## config.mk

```make
export PLATFORM = sky130hd
export DESIGN_NAME = pf_access_check
export DESIGN_NICKNAME = d
export VERILOG_FILES = /design/src/rtl/pf_pkg.sv /design/src/rtl/pf_base_perm.sv /design/src/rtl/pf_key_rights.sv /design/src/rtl/pf_err_code.sv /design/src/rtl/pf_access_check.sv
export SDC_FILE = /design/constraint.sdc
export NUM_CORES = 1
export LEC_CHECK = 0
export CORE_MARGIN = 3
export CORE_UTILIZATION = 61
export DETAILED_ROUTE_END_ITERATION = 8
export DONT_BUFFER_PORTS = 1
export PLACE_DENSITY = 0.77
export RECOVER_POWER = 25
export SLEW_MARGIN = 40
export SYNTH_ARGS = -nofsm -noshare
export SYNTH_HDL_FRONTEND = slang
export SYNTH_SLANG_ARGS = --single-unit
```

## constraint.sdc

```tcl
create_clock -name vclk -period 5.4
set_input_delay 0.27 -clock vclk [all_inputs]
set_output_delay 0.27 -clock vclk [all_outputs]
set_load 0.02 [all_outputs]
```

## src/rtl/pf_pkg.sv

```systemverilog
package pf_pkg;
  typedef enum logic [1:0] {
    ACC_READ  = 2'd0,
    ACC_WRITE = 2'd1,
    ACC_FETCH = 2'd2,
    ACC_RSV   = 2'd3
  } acc_e;

  localparam int unsigned PERM_R = 0;
  localparam int unsigned PERM_W = 1;
  localparam int unsigned PERM_X = 2;

  localparam int unsigned EC_P    = 0;
  localparam int unsigned EC_W    = 1;
  localparam int unsigned EC_U    = 2;
  localparam int unsigned EC_RSVD = 3;
  localparam int unsigned EC_ID   = 4;
  localparam int unsigned EC_PK   = 5;
  localparam int unsigned EC_USED = 6;
endpackage

```

## src/rtl/pf_base_perm.sv

```systemverilog
module pf_base_perm
  import pf_pkg::*;
(
  input  logic       user_mode_i,
  input  logic       pg_user_i,
  input  logic       pg_rw_i,
  input  logic       pg_nx_i,
  input  logic       wp_i,
  input  logic       smep_i,
  output logic       user_viol_o,
  output logic [2:0] perm_o
);
  logic rd_ok, wr_ok, ex_ok;

  always_comb begin
    user_viol_o = user_mode_i && !pg_user_i;
    rd_ok = 1'b1;
    wr_ok = pg_rw_i || (!user_mode_i && !wp_i);
    ex_ok = !pg_nx_i && (user_mode_i || !(smep_i && pg_user_i));
    perm_o = '0;
    if (!user_viol_o) begin
      perm_o[PERM_R] = rd_ok;
      perm_o[PERM_W] = wr_ok;
      perm_o[PERM_X] = ex_ok;
    end
  end

  always_comb begin
    // a user access to a supervisor page gets no rights
    p_user_page_r1: assert (!(user_mode_i && !pg_user_i) || perm_o == 3'b000);
    // no-execute always blocks execute
    p_nx_blocks_r3: assert (!pg_nx_i || !perm_o[PERM_X]);
  end
endmodule

```

## src/rtl/pf_key_rights.sv

```systemverilog
module pf_key_rights #(
  parameter int unsigned KEY_W    = 4,
  localparam int unsigned KEYS    = 1 << KEY_W,
  localparam int unsigned RIGHTS_W = 2 * KEYS
) (
  input  logic [KEY_W-1:0]    pkey_i,
  input  logic                pg_user_i,
  input  logic                user_mode_i,
  input  logic                wp_i,
  input  logic                pke_i,
  input  logic                pks_i,
  input  logic                lma_i,
  input  logic [RIGHTS_W-1:0] urights_i,
  input  logic [RIGHTS_W-1:0] srights_i,
  output logic [1:0]          key_rw_o   // bit 0 read kept, bit 1 write kept
);
  logic [RIGHTS_W-1:0] rights;
  logic [KEYS-1:0]     ad_vec, wd_vec;
  logic                ad, wd;

  always_comb begin
    rights = '0;
    if (lma_i) begin
      if (pg_user_i) rights = pke_i ? urights_i : '0;
      else           rights = pks_i ? srights_i : '0;
    end
  end

  for (genvar g = 0; g < KEYS; g++) begin : g_key
    assign ad_vec[g] = rights[2*g];
    assign wd_vec[g] = rights[2*g+1];
  end

  always_comb begin
    ad = ad_vec[pkey_i];
    wd = wd_vec[pkey_i];
    key_rw_o = 2'b11;
    if (ad)
      key_rw_o = 2'b00;
    else if (wd && (user_mode_i || wp_i))
      key_rw_o = 2'b01;
  end

  always_comb begin
    // keys are inert outside long mode
    p_no_keys_legacy_r5: assert (lma_i || key_rw_o == 2'b11);
    // write-disable alone never takes read away
    p_read_kept_r6: assert (key_rw_o[0] || !key_rw_o[1]);
  end
endmodule

```

## src/rtl/pf_err_code.sv

```systemverilog
module pf_err_code
  import pf_pkg::*;
#(
  parameter int unsigned ERR_W = 16
) (
  input  logic [1:0]       acc_type_i,
  input  logic             user_mode_i,
  input  logic             not_present_i,
  input  logic             rsvd_i,
  input  logic             pk_fault_i,
  input  logic             nxe_i,
  input  logic             pae_i,
  input  logic             smep_i,
  input  logic             allow_i,
  output logic [ERR_W-1:0] err_o
);
  acc_e acc;

  always_comb begin
    acc   = acc_e'(acc_type_i);
    err_o = '0;
    if (!allow_i) begin
      err_o[EC_P]    = !not_present_i;
      err_o[EC_W]    = (acc == ACC_WRITE);
      err_o[EC_U]    = user_mode_i;
      err_o[EC_RSVD] = !not_present_i && rsvd_i;
      err_o[EC_ID]   = (acc == ACC_FETCH) && ((nxe_i && pae_i) || smep_i);
      err_o[EC_PK]   = !not_present_i && !rsvd_i && pk_fault_i;
    end
  end

  always_comb begin
    // not-present wins over every other fault kind
    p_np_priority_r11: assert (!not_present_i || allow_i ||
                               (!err_o[EC_P] && !err_o[EC_RSVD] && !err_o[EC_PK]));
    // fetch bit only on fetches
    p_fetch_bit_r10: assert (!err_o[EC_ID] || acc_type_i == 2'd2);
  end
endmodule

```

## src/rtl/pf_access_check.sv

```systemverilog
module pf_access_check
  import pf_pkg::*;
#(
  parameter int unsigned KEY_W    = 4,
  parameter int unsigned ERR_W    = 16,
  localparam int unsigned RIGHTS_W = 2 * (1 << KEY_W)
) (
  input  logic [1:0]          acc_type_i,
  input  logic                user_mode_i,
  input  logic                pg_user_i,
  input  logic                pg_rw_i,
  input  logic                pg_nx_i,
  input  logic [KEY_W-1:0]    pkey_i,
  input  logic                wp_i,
  input  logic                smep_i,
  input  logic                nxe_i,
  input  logic                pae_i,
  input  logic                pke_i,
  input  logic                pks_i,
  input  logic                lma_i,
  input  logic [RIGHTS_W-1:0] urights_i,
  input  logic [RIGHTS_W-1:0] srights_i,
  input  logic                not_present_i,
  input  logic                rsvd_i,
  output logic [2:0]          perm_o,
  output logic                allow_o,
  output logic [ERR_W-1:0]    err_o
);
  logic [2:0] base_perm;
  logic       user_viol;
  logic [1:0] key_rw;
  logic       pk_fault;
  logic       acc_ok;

  pf_base_perm u_base (
    .user_mode_i (user_mode_i),
    .pg_user_i   (pg_user_i),
    .pg_rw_i     (pg_rw_i),
    .pg_nx_i     (pg_nx_i),
    .wp_i        (wp_i),
    .smep_i      (smep_i),
    .user_viol_o (user_viol),
    .perm_o      (base_perm)
  );

  pf_key_rights #(.KEY_W(KEY_W)) u_keys (
    .pkey_i      (pkey_i),
    .pg_user_i   (pg_user_i),
    .user_mode_i (user_mode_i),
    .wp_i        (wp_i),
    .pke_i       (pke_i),
    .pks_i       (pks_i),
    .lma_i       (lma_i),
    .urights_i   (urights_i),
    .srights_i   (srights_i),
    .key_rw_o    (key_rw)
  );

  always_comb begin
    perm_o = {base_perm[PERM_X],
              base_perm[PERM_W] & key_rw[1],
              base_perm[PERM_R] & key_rw[0]};
    pk_fault = 1'b0;
    acc_ok   = 1'b0;
    unique case (acc_type_i)
      2'd0: begin acc_ok = perm_o[PERM_R]; pk_fault = !user_viol && !key_rw[0]; end
      2'd1: begin acc_ok = perm_o[PERM_W]; pk_fault = !user_viol && !key_rw[1]; end
      2'd2: acc_ok = perm_o[PERM_X];
      default: acc_ok = 1'b0;
    endcase
    allow_o = acc_ok && !not_present_i && !rsvd_i;
  end

  pf_err_code #(.ERR_W(ERR_W)) u_err (
    .acc_type_i    (acc_type_i),
    .user_mode_i   (user_mode_i),
    .not_present_i (not_present_i),
    .rsvd_i        (rsvd_i),
    .pk_fault_i    (pk_fault),
    .nxe_i         (nxe_i),
    .pae_i         (pae_i),
    .smep_i        (smep_i),
    .allow_i       (allow_o),
    .err_o         (err_o)
  );

  always_comb begin
    // an allowed access carries no error code
    p_allow_clean_r8: assert (!allow_o || err_o == '0);
    // reserved access type is refused
    p_rsv_type_r8: assert (acc_type_i != 2'd3 || !allow_o);
    // key bit only when requested right is missing from the mask
    p_pk_denied_r7: assert (!err_o[EC_PK] || (acc_type_i < 2'd2 && !perm_o[acc_type_i]));
    // high error bits stay clear
    p_err_high_r9: assert ((err_o >> EC_USED) == '0);
  end
endmodule

```

==> flow_metrics.tcl <==
set metrics [dict create \
    final_common_cell "mux2i_1" \
    drt_iter0_drc 11 \
    cap_violations 0 \
    whs_path_depth 1 \
    gp_congestion 0.745 \
    leakage_nw 0.357 \
    crit_start "pkey_i[0]" \
    nFillCells 136 \
    setup_viol 0 \
    peakVddDrop_mv 0.0332 \
    hp-start "not_present_i" \
    sw_frac_of_total_pct 52.7 \
    cp_max_fo 24 \
    synthDistinctLibCells 36 \
    clkPwrFrac_pct 0 \
    antenna_cells 0 \
    internal_power_mw 0.0281 \
    slew_violations 0 \
    ios 103 \
    status "complete, no violations" \
    fin_util_pct 61.4 \
    tightest_slew_ns 0.764 \
    die_x_um 44.7 \
    post_cts_buffers 0 \
    via_per_inst 7.03 \
    grt_antenna_before_repair 0 \
    power_frac_seq_pct 0 \
    hold_class "in -> out" \
    ant_nets 0 \
    dr.pass1.iters 4 \
    post-place-ws_ns 3.02 \
    grtUsageTotal_pct 20.3 \
    required_ns 5.13 \
    vias 843 \
    min_period_over_period_pct 44.6 \
    die_h_um 44.7 \
    fin_ws_ns 2.99 \
    num-clock-buffers 0 \
    regArea_um2 0 \
    syn_inst 113 \
    hold_violations 0 \
    syn_area_per_cell_um2 8.09 \
    combPwrFrac_pct 100.0 \
    pwr_density_cell_nw_per_um2 71.6 \
    wl_per_cell_um 19.0 \
    syn_area_um2 915 \
    critPathKind "in -> out" \
    final_area_um2 830 \
    power.switching_mw 0.0313 \
    drive_gt1_share_pct 8.57 \
    critical_path_arrival_ns 2.14 \
    grt_pass1_vias 775 \
    tns_ns 0 \
    dpl_cell_area_um2 830 \
    io_buffers 0 \
    crit_path_start_kind "input port" \
    maxSlewHeadroom_pct 48.7 \
    row_count 13 \
    final_cell_mix "mux2i_1 (17), conb_1 (10), nor2b_1 (7), nor2_1 (7), nand2_1 (7)" \
    routed_wl_um 2280 \
    die_area_um2 2000 \
    hold_end "err_o[3]" \
    synth_warnings 0 \
    ctsHoldBuffers 0 \
    layout.nets 190 \
    ys_seq_area_share_pct 0 \
    nFlopsAndLatches 0 \
    fmax_mhz 415 \
    syn_to_final_growth_pct -9.30 \
    grt_pass1_wl_um 3220 \
    start_util_pct 67.7 \
    dpl.hpwl_um 1940 \
    grt_max_degree 25 \
    cts.repair.resized 0 \
    core_um2 1350 \
    fin_crit_ns 2.41 \
    rsz0062_at_grt "false" \
    drc 0 \
    overflow 0 \
    cp-end-kind "primary output" \
]
power by group through the flow:
stage | Sequential [mW] | Combinational [mW] | Clock, mW
after floorplan | 0 | 0.0691 | 0
after global placement | 0 | 0.0583 | 0
after detailed placement | 0 | 0.0589 | 0
after CTS | 0 | 0.0591 | 0
after global routing | 0 | 0.0646 | 0
final | 0 | 0.0594 | 0
final cells by class:
class | count | area [µm²] | share of cell area, %
multi-input combinational | 100 | 792 | 95.5
inverter | 5 | 18.8 | 2.26
tap | 15 | 18.8 | 2.26
synthesized netlist by cell type, types with 3 or more instances:
| cell | count | area [µm²] |
|---|---|---|
| mux2_2 | 3 | 33.8 |
| mux4_2 | 4 | 90.1 |
| nor3_1 | 5 | 25.0 |
| buf_4 | 10 | 75.1 |
| nand2b_1 | 5 | 31.3 |
| a21oi_1 | 3 | 15.0 |
| inv_1 | 5 | 18.8 |
| mux4_1 | 3 | 78.8 |
| nor2b_1 | 7 | 43.8 |
| nand2_1 | 7 | 26.3 |
| nor4_1 | 4 | 25.0 |
| buf_2 | 4 | 20.0 |
| nor2_1 | 7 | 26.3 |
| mux2i_1 | 17 | 170 |
worst max-delay path, cell delays in order:
cell      delay [ns]
mux4_2          0.48
nor2_1          0.12
nor4_1          0.06
nor4_1          0.53
nand2b_1        0.18
inv_1           0.23
a31o_2          0.27
stage by stage:
step	hold WS, ns	instances	total power, mW
finish	0.621	120	0.0594
global route	0.623	120	0.0646
floorplan	0.618	122	0.0691
global placement	0.622	120	0.0583
CTS	0.623	120	0.0591
detailed placement	0.623	120	0.0589
cell families after synthesis:
kind of cell           after synthesis  synth area share (%)
AOI/OAI and AO/OA                   20                  16.6
buffers and inverters               22                  17.1
muxes                               27                  40.8
other                                1                 0.410
and+or+nand+nor                     43                  25.2
how the worst max path moves through the flow:
stage / end / slack (ns)
after floorplan: err_o[0] / 2.85
after global placement: err_o[0] / 3.02
after detailed placement: allow_o / 3.02
after CTS: err_o[0] / 3.00
after global routing: err_o[0] / 2.91
final: allow_o / 2.99
layer usage:
| layer | up-vias | part of all wire [%] | GRT usage (%) |
|---|---|---|---|
| li1 | 403 | - | - |
| met1 | 359 | 36 | 25.5 |
| met2 | 79 | 50 | 38.1 |
| met3 | 2 | 14 | 3.19 |
| met4 | 0 | 0.13 | 0.602 |
| met5 | - | 0 | 0 |
Power figures use the tool's default switching activity.
